$ cat src/rtl/rx_ts_pkg.sv
package rx_ts_pkg;

  localparam int STAMP_W  = 32;
  localparam int NSEC_W   = 30;
  localparam int SECLO_W  = STAMP_W - NSEC_W;
  localparam int FILT_W   = 4;

  // Pack the compact arrival stamp: seconds low bits on top, nanoseconds below.
  function automatic logic [STAMP_W-1:0] pack_stamp(input logic [SECLO_W-1:0] sec_lo,
                                                    input logic [NSEC_W-1:0]  nsec);
    return {sec_lo, nsec};
  endfunction

  // Byte lane of the stamp in wire order: lane 0 is the most significant byte.
  function automatic logic [7:0] stamp_lane(input logic [STAMP_W-1:0] word,
                                            input logic [1:0]         lane);
    logic [7:0] b;
    case (lane)
      2'd0:    b = word[31:24];
      2'd1:    b = word[23:16];
      2'd2:    b = word[15:8];
      default: b = word[7:0];
    endcase
    return b;
  endfunction

  // An event message is type 0..3; it is stamped if its filter bit is set.
  function automatic logic event_selected(input logic [3:0]        msg_type,
                                          input logic [FILT_W-1:0] filt);
    return (msg_type[3:2] == 2'b00) && filt[msg_type[1:0]];
  endfunction

endpackage

$ cat src/rtl/rx_ts_frame_parser.sv
module rx_ts_frame_parser
  import rx_ts_pkg::*;
#(
  parameter int          IDX_W    = 6,
  parameter logic [15:0] ETYPE    = 16'h88F7,
  parameter int          HDR_OFS  = 14,
  parameter int          RSV_OFS  = 16,
  parameter int          MODE_W   = 3,
  parameter int          INS_MODE = 2
) (
  input  logic              clk,
  input  logic              rst_n,
  input  logic              in_valid,
  input  logic              in_sof,
  input  logic [7:0]        in_data,
  input  logic              cfg_bypass,
  input  logic [MODE_W-1:0] cfg_ins_mode,
  input  logic [FILT_W-1:0] cfg_evt_filter,
  output logic              repl_now,
  output logic [1:0]        repl_lane
);

  localparam logic [IDX_W-1:0] IDX_ET_HI  = IDX_W'(HDR_OFS - 2);
  localparam logic [IDX_W-1:0] IDX_ET_LO  = IDX_W'(HDR_OFS - 1);
  localparam logic [IDX_W-1:0] IDX_HDR0   = IDX_W'(HDR_OFS);
  localparam logic [IDX_W-1:0] IDX_RSV_LO = IDX_W'(HDR_OFS + RSV_OFS);
  localparam logic [IDX_W-1:0] IDX_RSV_HI = IDX_W'(HDR_OFS + RSV_OFS + 3);
  localparam logic [IDX_W-1:0] IDX_SAT    = '1;

  logic [IDX_W-1:0] beat_cnt;
  logic [IDX_W-1:0] cur_idx;
  logic [7:0]       etype_hi;
  logic             etype_ok;
  logic             stamp_en;
  logic             in_window;

  // Byte position of the current beat; a start strobe forces position 0.
  assign cur_idx   = in_sof ? '0 : beat_cnt;
  assign in_window = (cur_idx >= IDX_RSV_LO) && (cur_idx <= IDX_RSV_HI);
  assign repl_now  = in_valid && stamp_en && in_window;
  assign repl_lane = 2'(cur_idx - IDX_RSV_LO);

  always_ff @(posedge clk) begin
    if (!rst_n) begin
      beat_cnt <= '0;
    end else if (in_valid) begin
      beat_cnt <= (cur_idx == IDX_SAT) ? cur_idx : cur_idx + 1'b1;
    end
  end

  always_ff @(posedge clk) begin
    if (!rst_n) begin
      etype_hi <= '0;
      etype_ok <= 1'b0;
      stamp_en <= 1'b0;
    end else if (in_valid) begin
      if (in_sof) begin
        etype_ok <= 1'b0;
        stamp_en <= 1'b0;
      end
      if (cur_idx == IDX_ET_HI) etype_hi <= in_data;
      if (cur_idx == IDX_ET_LO) etype_ok <= ({etype_hi, in_data} == ETYPE);
      if (cur_idx == IDX_HDR0) begin
        stamp_en <= etype_ok && !cfg_bypass &&
                    (cfg_ins_mode == MODE_W'(INS_MODE)) &&
                    event_selected(in_data[3:0], cfg_evt_filter);
      end
    end
  end

  // Stamping can only be armed under insertion mode without bypass.
  assert_arm_cfg_R6: assert property (@(posedge clk) disable iff (!rst_n)
    $rose(stamp_en) |-> ($past(cfg_ins_mode) == MODE_W'(INS_MODE)) && !$past(cfg_bypass));

  // Bypass never lets stamping arm.
  assert_arm_bypass_R8: assert property (@(posedge clk) disable iff (!rst_n)
    $past(cfg_bypass) |-> !$rose(stamp_en));

  // Only an enabled event type arms stamping.
  assert_arm_event_R7: assert property (@(posedge clk) disable iff (!rst_n)
    $rose(stamp_en) |-> ($past(in_data[3:2]) == 2'b00) && $past(etype_ok));

  // Replacement never happens on a start beat.
  assert_repl_not_sof_R9: assert property (@(posedge clk) disable iff (!rst_n)
    repl_now |-> !in_sof);

endmodule

$ cat src/rtl/rx_ts_stamp_latch.sv
module rx_ts_stamp_latch
  import rx_ts_pkg::*;
(
  input  logic               clk,
  input  logic               rst_n,
  input  logic               capture,
  input  logic [SECLO_W-1:0] tod_sec_lo,
  input  logic [NSEC_W-1:0]  tod_nsec,
  output logic [STAMP_W-1:0] stamp_word
);

  always_ff @(posedge clk) begin
    if (!rst_n) begin
      stamp_word <= '0;
    end else if (capture) begin
      stamp_word <= pack_stamp(tod_sec_lo, tod_nsec);
    end
  end

  assert_capture_R5: assert property (@(posedge clk) disable iff (!rst_n)
    capture |=> (stamp_word[31:30] == $past(tod_sec_lo)) && (stamp_word[29:0] == $past(tod_nsec)));

  assert_hold_R5: assert property (@(posedge clk) disable iff (!rst_n)
    !capture |=> $stable(stamp_word));

endmodule

$ cat src/rtl/rx_ts_out_stage.sv
module rx_ts_out_stage
  import rx_ts_pkg::*;
(
  input  logic               clk,
  input  logic               rst_n,
  input  logic               in_valid,
  input  logic               in_sof,
  input  logic               in_eof,
  input  logic [7:0]         in_data,
  input  logic               repl_now,
  input  logic [1:0]         repl_lane,
  input  logic [STAMP_W-1:0] stamp_word,
  output logic               out_valid,
  output logic               out_sof,
  output logic               out_eof,
  output logic [7:0]         out_data
);

  logic armed;

  always_ff @(posedge clk) begin
    if (!rst_n) begin
      out_valid <= 1'b0;
      out_sof   <= 1'b0;
      out_eof   <= 1'b0;
      out_data  <= '0;
      armed     <= 1'b0;
    end else begin
      out_valid <= in_valid;
      out_sof   <= in_valid && in_sof;
      out_eof   <= in_valid && in_eof;
      out_data  <= repl_now ? stamp_lane(stamp_word, repl_lane) : in_data;
      armed     <= 1'b1;
    end
  end

  assert_latency_R2: assert property (@(posedge clk) disable iff (!rst_n)
    armed |-> (out_valid == $past(in_valid)) && (out_sof == $past(in_valid && in_sof)));

  assert_passthru_R3: assert property (@(posedge clk) disable iff (!rst_n)
    (armed && !$past(repl_now)) |-> (out_data == $past(in_data)));

  assert_reset_R1: assert property (@(posedge clk)
    !armed |-> !out_valid && !out_sof && !out_eof);

endmodule

$ cat src/rtl/rx_ts_inserter.sv
module rx_ts_inserter
  import rx_ts_pkg::*;
#(
  parameter logic [15:0] ETYPE    = 16'h88F7,
  parameter int          HDR_OFS  = 14,
  parameter int          RSV_OFS  = 16,
  parameter int          MODE_W   = 3,
  parameter int          INS_MODE = 2
) (
  input  logic               clk,
  input  logic               rst_n,
  input  logic               in_valid,
  input  logic [7:0]         in_data,
  input  logic               in_sof,
  input  logic               in_eof,
  input  logic               cfg_bypass,
  input  logic [MODE_W-1:0]  cfg_ins_mode,
  input  logic [FILT_W-1:0]  cfg_evt_filter,
  input  logic [SECLO_W-1:0] tod_sec_lo,
  input  logic [NSEC_W-1:0]  tod_nsec,
  output logic               out_valid,
  output logic [7:0]         out_data,
  output logic               out_sof,
  output logic               out_eof
);

  localparam int LAST_BYTE = HDR_OFS + RSV_OFS + 3;
  localparam int IDX_W     = $clog2(LAST_BYTE + 2);

  logic               repl_now;
  logic [1:0]         repl_lane;
  logic [STAMP_W-1:0] stamp_word;
  logic               sof_beat;

  assign sof_beat = in_valid && in_sof;

  rx_ts_frame_parser #(
    .IDX_W   (IDX_W),
    .ETYPE   (ETYPE),
    .HDR_OFS (HDR_OFS),
    .RSV_OFS (RSV_OFS),
    .MODE_W  (MODE_W),
    .INS_MODE(INS_MODE)
  ) u_parser (
    .clk           (clk),
    .rst_n         (rst_n),
    .in_valid      (in_valid),
    .in_sof        (in_sof),
    .in_data       (in_data),
    .cfg_bypass    (cfg_bypass),
    .cfg_ins_mode  (cfg_ins_mode),
    .cfg_evt_filter(cfg_evt_filter),
    .repl_now      (repl_now),
    .repl_lane     (repl_lane)
  );

  rx_ts_stamp_latch u_latch (
    .clk       (clk),
    .rst_n     (rst_n),
    .capture   (sof_beat),
    .tod_sec_lo(tod_sec_lo),
    .tod_nsec  (tod_nsec),
    .stamp_word(stamp_word)
  );

  rx_ts_out_stage u_out (
    .clk       (clk),
    .rst_n     (rst_n),
    .in_valid  (in_valid),
    .in_sof    (in_sof),
    .in_eof    (in_eof),
    .in_data   (in_data),
    .repl_now  (repl_now),
    .repl_lane (repl_lane),
    .stamp_word(stamp_word),
    .out_valid (out_valid),
    .out_sof   (out_sof),
    .out_eof   (out_eof),
    .out_data  (out_data)
  );

  // Replacement lanes step in order 0..3 across consecutive stamped beats.
  assert_lane_order_R4: assert property (@(posedge clk) disable iff (!rst_n)
    (repl_now && repl_lane != 2'd0) |-> ($past(repl_lane) == repl_lane - 2'd1) || !$past(in_valid));

endmodule

$ cat config.mk
export PLATFORM = sky130hd
export DESIGN_NAME = rx_ts_inserter
export DESIGN_NICKNAME = d
export VERILOG_FILES = /design/src/rtl/rx_ts_pkg.sv /design/src/rtl/rx_ts_frame_parser.sv /design/src/rtl/rx_ts_stamp_latch.sv /design/src/rtl/rx_ts_out_stage.sv /design/src/rtl/rx_ts_inserter.sv
export SDC_FILE = /design/constraint.sdc
export NUM_CORES = 1
export LEC_CHECK = 0
export CAP_MARGIN = 20
export CORE_MARGIN = 2
export CORE_UTILIZATION = 50
export CTS_CLUSTER_DIAMETER = 60
export CTS_CLUSTER_SIZE = 24
export DETAILED_ROUTE_END_ITERATION = 12
export DONT_BUFFER_PORTS = 1
export HOLD_SLACK_MARGIN = 0.15
export MAX_ROUTING_LAYER = met4
export PLACE_DENSITY = 0.74
export REMOVE_ABC_BUFFERS = 1
export SETUP_SLACK_MARGIN = 0.15
export SYNTH_ARGS = -nofsm -noshare
export SYNTH_HDL_FRONTEND = slang
export SYNTH_SLANG_ARGS = --single-unit
$ cat constraint.sdc
create_clock -name clk -period 1.9 [get_ports clk]
set_input_delay 0.095 -clock clk [delete_from_list [all_inputs] [get_ports clk]]
set_output_delay 0.095 -clock clk [all_outputs]
set_load 0.01 [all_outputs]
==> out/qor.txt <==
post-synthesis cell count -> 306
RD Place Congestion -> 0.816
Die H -> 75.5 um
Slew @ Worst Pin -> 0.511 ns
Syn-to-layout area delta -> 35.4%
# diodes -> 0
CTS tree -> done
Post-synth EDFFs -> 0
CTS max path bufs -> 2
layout cells sized above 1 -> 7.77%
top_reg_cell synth -> dfxtp_1
die area -> 0.00570 mm^2
total of max-cap violations -> 0
Chip Width -> 75.5 um
Clock Latency Late Sink -> 0.34 ns
remaining antenna violation count -> 0
vias per cell -> 5.31
crit-path cells -> nand4bb_4 > o21ai_2 > a21o_1 > dlygate4sd3_1 > o41ai_1
cts bufs inserted -> 9
relative slew slack -> 65.8%
clk sinks -> 59
Initial Util -> 51.0%
setup_tns -> 0 ns
count leader, synth -> nand2_1
IO buf count -> 0
Placed Cells -> 363
Overflow after GRT -> 0
endpoints failing setup -> 0
root buf cell -> clkbuf_8
post-synthesis cell area -> 0.00256 mm^2
GRT Overall Usage -> 26.6%
hold slack -> 0.172 ns
maximum clock rate -> 582 MHz
skew final -> 0.00933 ns
pin count of the biggest net entering global routing -> 34
#FFs+latches synth -> 59
Final HPWL DP -> 3.82 mm
routed via count -> 2,353
H-tree depth -> 3
DR iter-0 viols -> 170
RSZ-0062 raised after global routing -> true
I/O Pins -> 64
slowest stage delay, CP -> 0.58 ns
syn_area_per_cell -> 8.35 um^2
Synth top area share -> 46.2%
worst vdd ir -> 0.463 mV
run status -> complete, no violations
clock slew at reported path FFs -> 0.07 ns
Tcrit/Tclk final -> 90.4%
met1 WL -> 2.79 mm
startpoint types -> register
Power Dens Cells -> 796 mW/mm^2
WL/cell -> 15.4 um
asr flop ratio synth -> 0%
Required @ worst endpoint -> 2.11 ns
Critical Path Fanout Max -> 6
count of cell types in the netlist -> 40
DR WL met3 -> 456 um
highest routed metal layer -> met4
first-pass GRT wire length -> 10.7 mm
critical path data arrival time -> 1.93 ns
Crit Path Class -> reg2reg
Finished Layout Cells -> 443
Layout Nets -> 422
Max Slew Vio Count -> 0
CP Capture Type -> register
routed length on met2 -> 3.49 mm
remaining routing DRC violations -> 0
Synth top cells by count -> nand2_1, dfxtp_1, a21oi_1
cell taking the most area after synthesis -> dfxtp_1
vias in the first global route -> 2,303
Leak -> 1.32 nW
Post-Route WL -> 6.84 mm
core area -> 0.00501 mm^2
top cells by area, synth -> dfxtp_1, nand2_1, mux2i_1
sequential area share after synthesis -> 46.2%
final hold vios -> 0
DR pass1 iterations -> 4
Slowest-stage cell, CP -> dlygate4sd3_1
Hold/Removal Path Class -> in2reg
initial antenna violation count -> 0
row cnt -> 26
post-layout minimum cycle time -> 1.72 ns
Synth warnings -> 0
-- sequential cells by signal (all words and copies together) (netlist names) --
signal              count
u_out.out_data          8
u_out.out_eof           1
u_parser.stamp_en       1
u_parser.etype_hi       8
u_out.out_sof           1
u_parser.beat_cnt       6
u_latch.stamp_word     32
u_parser.etype_ok       1
u_out.out_valid         1
-- cells by family (layout without fill, tap and decap cells) --
family | after synthesis | after routing | synth area share, %
mux | 25 | 25 | 10.3
flops | 59 | 59 | 46.2
compound gates | 68 | 68 | 15.5
simple gates | 130 | 130 | 23.9
buf+inv | 24 | 91 | 4.11
-- layout make-up --
class	count	area [um^2]
Clock inverter	2	35.0
Tap cell	70	87.6
Timing Repair Buffer	72	703
Clock buffer	13	159
Sequential cell	59	1180
Multi-Input combinational cell	223	1280
Inverter	4	17.5
Fill cell	408	1550
-- stage by stage --
step / power (mW) / worst slack [ns] / instance area (um^2) / util (%)
2_1_floorplan: 1.46 / 0.262 / 2470 / -
3_5_place_dp: 1.51 / 0.286 / 2610 / 52.1
5_1_grt: 2.86 / 0.112 / 3460 / 69.1
3_3_place_gp: 1.51 / 0.339 / 2610 / 52.1
4_1_cts: 2.76 / 0.196 / 3450 / 68.9
6_report: 2.76 / 0.182 / 3460 / 69.1
-- cells in the final DEF (no fill, tap or decap), types with 2 or more instances in the layout --
cell / netlist / final
nand2b_1: 10 / 10
a21oi_1: 43 / 43
and3_1: 2 / 2
nand2_1: 81 / 81
o21ai_0: 6 / 5
nor2b_1: 3 / 3
inv_1: 3 / 3
nor3_1: 3 / 3
dfxtp_1: 59 / 57
dfxtp_2: 0 / 2
clkbuf_1: 11 / 2
clkbuf_8: 0 / 11
nor4_1: 2 / 2
dlygate4sd3_1: 0 / 65
nand3_1: 3 / 3
mux2i_1: 24 / 24
and4b_1: 2 / 2
buf_4: 0 / 7
nor2_1: 16 / 15
o211ai_1: 8 / 8
-- repair_timing --
| action | in CTS | in global routing |
|---|---|---|
| endpoints found under the setup margin | 0 | 8 |
| gates resized for setup | 0 | 6 |
| endpoints found under the hold margin | 59 | 0 |
| setup buffers | 0 | 0 |
| hold buffers | 65 | 0 |
-- power breakdown --
group          internal, mW  leakage, nW  switching (mW)
clock network         0.669       0.0995           0.478
logic                 0.155        0.740           0.140
registers              1.28        0.483          0.0301
total                  2.11         1.32           0.649
-- final timing paths --
path	start	endpoint	slack, ns	cells after the start
hold reg to reg	u_latch.stamp_word[10]	u_latch.stamp_word[10]	0.45	2
setup reg to reg	u_parser.beat_cnt[5]	u_parser.stamp_en	0.18	5
hold / removal	in_sof	u_out.out_data[0]	0.17	4
setup / recovery	u_parser.beat_cnt[5]	u_parser.stamp_en	0.18	5
-- per-layer routing --
layer,vias up,global-route usage [%]
met4,0,11.1
li1,1172,-
met5,-,-
met2,88,44.5
met1,1084,30.0
met3,9,7.28
-- worst max-delay path: cells and delay by family (launching register included) --
family                 cells  cell delay, ns
AO/OA/AOI/OAI              3            0.37
buffers and inverters      1            0.58
flip-flops                 1            0.35
AND/OR/NAND/NOR            1            0.28
(Power assumes the default switching activity.)
